[src/rtl/hz_pkg.sv]
package hz_pkg;
  typedef enum logic [1:0] {
    FWD_RF  = 2'd0,
    FWD_EX  = 2'd1,
    FWD_MEM = 2'd2
  } fwd_sel_e;
endpackage

[src/rtl/hz_src_fwd.sv]
module hz_src_fwd
  import hz_pkg::*;
#(
  parameter int AW = 5
) (
  input  logic          clk_i,
  input  logic          rst_ni,
  input  logic          id_valid_i,
  input  logic [AW-1:0] rs_i,
  input  logic          use_i,
  input  logic [AW-1:0] ex_rd_i,
  input  logic          ex_live_i,
  input  logic [AW-1:0] mem_rd_i,
  input  logic          mem_live_i,
  output fwd_sel_e      sel_o
);
  logic rs_nz, ex_hit, mem_hit;

  assign rs_nz   = |rs_i;
  assign ex_hit  = ex_live_i  && (ex_rd_i  == rs_i);
  assign mem_hit = mem_live_i && (mem_rd_i == rs_i);

  always_comb begin
    sel_o = FWD_RF;
    if (id_valid_i && use_i && rs_nz) begin
      if (ex_hit)       sel_o = FWD_EX;   // younger result first
      else if (mem_hit) sel_o = FWD_MEM;
    end
  end

  assert_no_x0_match_R4: assert property (@(posedge clk_i) disable iff (!rst_ni)
    (sel_o != FWD_RF) |-> (rs_i != '0));
  assert_unused_src_R6: assert property (@(posedge clk_i) disable iff (!rst_ni)
    !use_i |-> (sel_o == FWD_RF));
  assert_mem_needs_live_R5: assert property (@(posedge clk_i) disable iff (!rst_ni)
    (sel_o == FWD_MEM) |-> (mem_live_i && mem_rd_i == rs_i));
endmodule

[src/rtl/hz_load_use.sv]
module hz_load_use #(
  parameter int AW = 5
) (
  input  logic          clk_i,
  input  logic          rst_ni,
  input  logic          id_valid_i,
  input  logic [AW-1:0] rs_a_i,
  input  logic          use_a_i,
  input  logic [AW-1:0] rs_b_i,
  input  logic          use_b_i,
  input  logic [AW-1:0] ex_rd_i,
  input  logic          ex_live_i,
  input  logic          ex_load_i,
  output logic          stall_o
);
  logic ld_live, hit_a, hit_b;

  assign ld_live = ex_live_i && ex_load_i && (ex_rd_i != '0);
  assign hit_a   = use_a_i && (rs_a_i == ex_rd_i);
  assign hit_b   = use_b_i && (rs_b_i == ex_rd_i);
  assign stall_o = id_valid_i && ld_live && (hit_a || hit_b);

  assert_stall_from_load_R8: assert property (@(posedge clk_i) disable iff (!rst_ni)
    stall_o |-> (ex_load_i && ex_live_i));
  assert_stall_not_x0_R4: assert property (@(posedge clk_i) disable iff (!rst_ni)
    stall_o |-> (ex_rd_i != '0));
endmodule

[src/rtl/hz_redirect.sv]
module hz_redirect (
  input  logic clk_i,
  input  logic rst_ni,
  input  logic id_valid_i,
  input  logic stall_i,
  input  logic is_branch_i,
  input  logic branch_ne_i,
  input  logic operands_eq_i,
  input  logic is_jal_i,
  output logic taken_o
);
  logic cond_met;

  assign cond_met = is_branch_i && (operands_eq_i ^ branch_ne_i);
  // operands are not final while stalled, so no resolution then
  assign taken_o  = id_valid_i && !stall_i && (is_jal_i || cond_met);

  assert_stall_over_redirect_R11: assert property (@(posedge clk_i) disable iff (!rst_ni)
    stall_i |-> !taken_o);
  assert_jal_taken_R7: assert property (@(posedge clk_i) disable iff (!rst_ni)
    (id_valid_i && is_jal_i && !stall_i) |-> taken_o);
endmodule

[src/rtl/hazard_ctrl.sv]
module hazard_ctrl
  import hz_pkg::*;
#(
  parameter int AW = 5
) (
  input  logic          clk_i,
  input  logic          rst_ni,
  input  logic          id_valid_i,
  input  logic [AW-1:0] id_rs1_i,
  input  logic [AW-1:0] id_rs2_i,
  input  logic          id_use_rs1_i,
  input  logic          id_use_rs2_i,
  input  logic          id_is_branch_i,
  input  logic          id_branch_ne_i,
  input  logic          id_is_jal_i,
  input  logic          id_operands_eq_i,
  input  logic [AW-1:0] ex_rd_i,
  input  logic          ex_we_i,
  input  logic          ex_load_i,
  input  logic          ex_nop_i,
  input  logic [AW-1:0] mem_rd_i,
  input  logic          mem_we_i,
  input  logic          mem_nop_i,
  output logic [1:0]    fwd_a_o,
  output logic [1:0]    fwd_b_o,
  output logic          stall_o,
  output logic          bubble_o,
  output logic          flush_o,
  output logic          redirect_o
);
  localparam int NSRC = 2;

  logic [AW-1:0] src     [NSRC];
  logic          use_eff [NSRC];
  fwd_sel_e      sel     [NSRC];
  logic          ex_live, mem_live, stall, taken;

  assign ex_live  = ex_we_i  && !ex_nop_i;
  assign mem_live = mem_we_i && !mem_nop_i;

  assign src[0]     = id_rs1_i;
  assign src[1]     = id_rs2_i;
  assign use_eff[0] = id_use_rs1_i && !id_is_jal_i;  // JAL reads nothing
  assign use_eff[1] = id_use_rs2_i && !id_is_jal_i;

  for (genvar g = 0; g < NSRC; g++) begin : g_src
    hz_src_fwd #(.AW(AW)) u_fwd (
      .clk_i      (clk_i),
      .rst_ni     (rst_ni),
      .id_valid_i (id_valid_i),
      .rs_i       (src[g]),
      .use_i      (use_eff[g]),
      .ex_rd_i    (ex_rd_i),
      .ex_live_i  (ex_live),
      .mem_rd_i   (mem_rd_i),
      .mem_live_i (mem_live),
      .sel_o      (sel[g])
    );
  end

  hz_load_use #(.AW(AW)) u_load_use (
    .clk_i      (clk_i),
    .rst_ni     (rst_ni),
    .id_valid_i (id_valid_i),
    .rs_a_i     (src[0]),
    .use_a_i    (use_eff[0]),
    .rs_b_i     (src[1]),
    .use_b_i    (use_eff[1]),
    .ex_rd_i    (ex_rd_i),
    .ex_live_i  (ex_live),
    .ex_load_i  (ex_load_i),
    .stall_o    (stall)
  );

  hz_redirect u_redirect (
    .clk_i         (clk_i),
    .rst_ni        (rst_ni),
    .id_valid_i    (id_valid_i),
    .stall_i       (stall),
    .is_branch_i   (id_is_branch_i),
    .branch_ne_i   (id_branch_ne_i),
    .operands_eq_i (id_operands_eq_i),
    .is_jal_i      (id_is_jal_i),
    .taken_o       (taken)
  );

  assign fwd_a_o    = sel[0];
  assign fwd_b_o    = sel[1];
  assign stall_o    = stall;
  assign bubble_o   = stall;
  assign flush_o    = taken;
  assign redirect_o = taken;

  assert_idle_id_quiet_R12: assert property (@(posedge clk_i) disable iff (!rst_ni)
    !id_valid_i |-> (!stall_o && !flush_o && fwd_a_o == 2'd0 && fwd_b_o == 2'd0));
  assert_dead_ex_no_stall_R5: assert property (@(posedge clk_i) disable iff (!rst_ni)
    (ex_nop_i || !ex_we_i) |-> !stall_o);
endmodule

[config.mk]
export PLATFORM = sky130hd
export DESIGN_NAME = hazard_ctrl
export DESIGN_NICKNAME = d
export VERILOG_FILES = /design/src/rtl/hz_pkg.sv /design/src/rtl/hz_src_fwd.sv /design/src/rtl/hz_load_use.sv /design/src/rtl/hz_redirect.sv /design/src/rtl/hazard_ctrl.sv
export SDC_FILE = /design/constraint.sdc
export NUM_CORES = 1
export LEC_CHECK = 0
export BUFFER_PORTS_ARGS = -buffer_cell sky130_fd_sc_hd__buf_2
export CAP_MARGIN = 20
export CORE_AREA = 2 2 39 41
export DETAILED_ROUTE_END_ITERATION = 8
export DIE_AREA = 0 0 41 43
export PLACE_DENSITY = 0.78
export SYNTH_ARGS = -nofsm -noshare
export SYNTH_HDL_FRONTEND = slang
export SYNTH_HIERARCHICAL = 1
export SYNTH_SLANG_ARGS = --single-unit
[constraint.sdc]
create_clock -name vclk -period 1.9
set_input_delay 0.095 -clock vclk [all_inputs]
set_output_delay 0.095 -clock vclk [all_outputs]
set_load 0.01 [all_outputs]
==> reports/qor.yml, run 1 <==
sta:
  max_freq_ghz: 0.6220
  rsz0062_at_grt: "no"
  setup_viol: 0
  hold_viol: 0
  slew_headroom: 0.7696
  tns_ns: 0
  period_needed_ns: 1.608
  tightest_slew_ns: 0.3425
  min_period_over_period: 0.8462
  maxSlewViolCount: 0
detailed_routing:
  drt_first_pass_iters: 4
  route.detailed.drc: 0
  wl_per_cell_um: 11.56
  wl_mm: 1.352
  drt_iter0_markers: 6
  vias_per_cell: 5.197
  antenna_left: 0
  num_vias: 608
critical_path:
  slowest_stage: "or4_1"
  max_stage_delay_ns: 0.53
  path_class: "in -> out"
  path_buf_inv: 2
  critPathCaptureType: "primary output"
  crit_fanout: 5
  crit_required_ns: 1.80
  cp_top_family: "simple AND/OR/NAND/NOR gates"
  crit_chain: "buf_2 -> or4_1 -> o2111ai_1 -> a21oi_1 -> nand3b_1 -> o21ai_1 -> buf_2"
  crit_top_cell: "buf_2"
  crit_arrival_ns: 1.51
  worstSetupStartpointType: "input port"
floorplan:
  die_h_um: 43
  row_count: 14
  die_w_um: 41
  core_um2: 1384
  initial_core_util: 0.3599
  io_pins: 42
  die-area_um2: 1763
logic_synthesis:
  synthCells: 63
  netlist_area_um2: 498.0
  syn_avg_cell_area_um2: 7.904
  yosysSeqAreaShare: 0
  syn-num-nets: 97
  yosys_warnings: 6
  synth.distinct_cells: 15
layout:
  num_antenna_cells: 0
  area_delta_synth_final_pct: 41.21
  clkbuf_count: 0
  stdcell_count: 117
  register_area_um2: 0
  num-fill-cells: 142
  drive_gt1_frac: 0.4356
  fin_nets: 137
  design.seq.count: 0
global_routing:
  antenna_found_initial: 0
  grt_first_pass_wirelength_mm: 2.152
  overflow: 0
  track_usage: 0.1658
  grt_pass1_vias: 571
  grt_max_degree: 6
placed_design:
  io_buffers: 40
  post-dp-hpwl_mm: 1.201
  dp_cells: 117
  gp_congestion: 0.8216
cts:
  cts_resized: 0
  cts_hold_buf: 0
  cts_setup_buffers: 0
power:
  power.density_nw_per_um2: 194.1
  p_leak_nw: 0.3273
  ir_drop_mv: 0.08251
run:
  cap_viol_max_count: 0
run_status:
  status: "completed"
hold_path:
  hp-class: "in -> out"
-- through the flow --
stage | setup slack [ns] | hold slack, ns | total power, mW | utilization | instance area (µm²)
2_1_floorplan | 0.3233 | 0.3063 | 0.06725 | - | 498.0
3_3_place_gp | 0.3244 | 0.5487 | 0.1322 | 0.5081 | 703.2
3_5_place_dp | 0.2995 | 0.5549 | 0.1363 | 0.5081 | 703.2
4_1_cts | 0.2931 | 0.5571 | 0.1369 | 0.5081 | 703.2
5_1_grt | 0.2055 | 0.5855 | 0.1505 | 0.5081 | 703.2
6_report | 0.2922 | 0.5520 | 0.1365 | 0.5081 | 703.2
-- cells in the mapped netlist --
cell	number	share of area
xnor2_1	7	0.12
o2111ai_1	1	0.018
buf_4	2	0.030
nand3_1	6	0.060
nor2b_1	2	0.025
nor3b_1	2	0.030
nor2_1	2	0.015
xor2_1	24	0.42
o21ai_1	1	0.010
or4_1	3	0.045
nor4_1	6	0.075
o211ai_2	2	0.050
nand3b_1	2	0.030
a21oi_1	1	0.010
nor2b_4	2	0.055
-- layout make-up --
cell class	instances	area, µm²	area share
multi-input combinational	61	483.0	0.6868
timing repair buffer	40	200.2	0.2847
tap	16	20.02	0.02847
-- path summary, 6_finish.rpt --
check / start / endpoint / slack, ns / cells past startpoint
max: ex_rd_i[3] / flush_o / 0.29 / 7
min: id_is_branch_i / redirect_o / 0.55 / 4
-- where the power goes --
group | switching [mW] | internal (mW) | leakage (nW)
combinational | 0.0694 | 0.0670 | 0.327
clock | 0 | 0 | 0
sequential | 0 | 0 | 0
total | 0.0694 | 0.0670 | 0.327
-- logic make-up after synthesis --
family	synth area share
simple gates	0.3367
xor+xnor	0.5452
compound gates	0.08792
buf+inv	0.03014
-- placed cells by master (no fill, tap or decap) --
cell type  synthesis  final
nor2_1             2      2
nand3b_1           2      2
xor2_1            24     24
nor2b_4            2      2
o21ai_1            1      1
or4_1              3      3
buf_2              0     40
o2111ai_1          1      1
nand3_1            6      6
nor2b_1            2      2
xnor2_1            7      7
o211ai_2           2      2
nor3b_1            2      2
nor4_1             6      6
a21oi_1            1      1
-- layer usage --
layer | GRT usage | wire [µm] | up-vias
li1 | - | - | 301
met1 | 0.1930 | 508 | 271
met2 | 0.3031 | 710 | 34
met3 | 0.01571 | 118 | 2
met4 | 0.03333 | 14 | 0
met5 | 0 | 0 | -
(Power assumes the default switching activity.)
==> run 2, diff against run 1 <==
==> constraint.sdc (replaced) <==
create_clock -name vclk -period 1.6
set_input_delay 0.08 -clock vclk [all_inputs]
set_output_delay 0.08 -clock vclk [all_outputs]
set_load 0.01 [all_outputs]
==> reports/qor.yml, run 2 (synthesis gave the netlist of run 1 again) <==
layout:
  area_delta_synth_final_pct: 46.98
  clkbuf_count: 0  # unchanged
  num_antenna_cells: 0  # unchanged
  final_core_util: 0.5289  # +0.02080
  stdcell_count: 117  # unchanged
  register_area_um2: 0  # unchanged
  final_common_cell: "buf_2"
  num-fill-cells: 128  # -9.9%
  final_cell_mix: "buf_2, xor2_1, xnor2_1"
  design.seq.count: 0  # unchanged
  drive_gt1_frac: 0.4653  # +0.02970
  multi_input_area_um2: 496.7  # +2.8%
  fin_nets: 137  # unchanged
run_status:
  status: "completed"
sta:
  tns_ns: 0  # unchanged
  hold_viol: 0  # unchanged
  slew_headroom: 0.7611  # -0.008429
  max_freq_ghz: 0.6510
  rsz0062_at_grt: "no"
  maxSlewViolCount: 0  # unchanged
  timing.hold.ws_ns: 0.5148  # -0.03726 ns
  period_needed_ns: 1.536
  setup_viol: 0  # unchanged
  tightest_slew_ns: 0.3550  # +0.01253 ns
  min_period_over_period: 0.9601
cts:
  cts_setup_buffers: 0  # unchanged
  cts_resized: 0  # unchanged
  cts_hold_buf: 0  # unchanged
detailed_routing:
  drt_first_pass_iters: 4  # unchanged
  drt_iter0_markers: 4  # -2
  num_vias: 586  # -3.6%
  wl_mm: 1.283  # -5.1%
  route.detailed.drc: 0  # unchanged
  wl_per_cell_um: 10.97  # -5.1%
  antenna_left: 0  # unchanged
  vias_per_cell: 5.009  # -3.6%
power:
  power_switching_mw: 0.08327  # +20%
  ir_drop_mv: 0.1032  # +25%
  p_total_mw: 0.1678  # +23%
  seq_power_share: 0  # unchanged
  combPwrFrac: 1.000  # about the same
  power.density_nw_per_um2: 229.2  # +18%
  clkPwrFrac: 0  # unchanged
  p_int_mw: 0.08448  # +26%
  p_leak_nw: 0.3343  # +2.2%
  sw_frac_of_total: 0.4964  # -0.01243
floorplan:
  die_w_um: 41  # unchanged
  initial_core_util: 0.3599  # unchanged
  die-area_um2: 1763  # unchanged
  row_count: 14  # unchanged
  die_h_um: 43  # unchanged
  io_pins: 42  # unchanged
  core_um2: 1384  # unchanged
run:
  cap_viol_max_count: 0  # unchanged
critical_path:
  path_class: "in -> out"
  critPathCaptureType: "primary output"
  crit_arrival_ns: 1.46  # -0.05 ns
  path_buf_inv: 2  # unchanged
  crit_chain: "buf_6 -> or4_4 -> o2111ai_2 -> a21oi_2 -> nand3b_1 -> o21ai_1 -> buf_2"
  cp_top_family: "simple AND/OR/NAND/NOR gates"
  max_stage_delay_ns: 0.52  # about the same
  worstSetupStartpointType: "input port"
  crit_fanout: 5  # unchanged
  slowest_stage: "or4_4"
  crit_required_ns: 1.52  # -0.28 ns
global_routing:
  grt_first_pass_wirelength_mm: 1.911  # -11%
  grt_pass1_vias: 483  # -15%
  antenna_found_initial: 0  # unchanged
  track_usage: 0.1489  # -0.01698
  grt_max_degree: 6  # unchanged
  overflow: 0  # unchanged
placed_design:
  post-dp-hpwl_mm: 1.171  # -2.6%
  io_buffers: 40  # unchanged
  gp_congestion: 0.8530  # +3.8%
  dp_cells: 117  # unchanged
hold_path:
  hp-class: "in -> out"
[run 2: cell counts in the layout (fill, tap and decap cells not counted)]
Identical to the previous run, type by type.
[run 2: layout make-up]
class / instances / area share
well taps: 16 / 0.02735
multi-input cells: 61 / 0.6786
repair buffers: 40 / 0.2940
[run 2: metrics by stage]
step / cell area [µm²] / worst slack [ns]
after floorplan: 498.0 / 0.05325
after CTS: 703.2 / 0.03758
after global routing: 732.0 / 0.009423
after detailed placement: 703.2 / 0.04847
final: 732.0 / 0.06389
after global placement: 703.2 / 0.05762
[run 2: power by group through the flow]
stage	combinational (mW)	clock [mW]	sequential, mW
2_1_floorplan	0.0799	0	0
3_3_place_gp	0.157	0	0
3_5_place_dp	0.162	0	0
4_1_cts	0.163	0	0
5_1_grt	0.183	0	0
6_report	0.168	0	0
[run 2: metal layers]
| metal | vias up | GRT usage | part of all wire |
|---|---|---|---|
| met3 | 0 | 0.005236 | 0.065 |
| li1 | 302 | - | - |
| met5 | - | 0 | 0 |
| met2 | 20 | 0.2938 | 0.55 |
| met1 | 264 | 0.1709 | 0.38 |
| met4 | 0 | 0 | 0 |
[run 2: tightest hold or removal path, cell delays in order]
cell,delay [ns]
buf_2,0.10
o2111ai_2,0.07
a21oi_2,0.05
buf_2,0.13
[run 2: worst paths after layout]
check                      start  endpoint  slack, ns  depth (start not counted)
worst max-delay path  ex_rd_i[1]   flush_o       0.06                          7
worst min-delay path   ex_load_i  bubble_o       0.51                          4
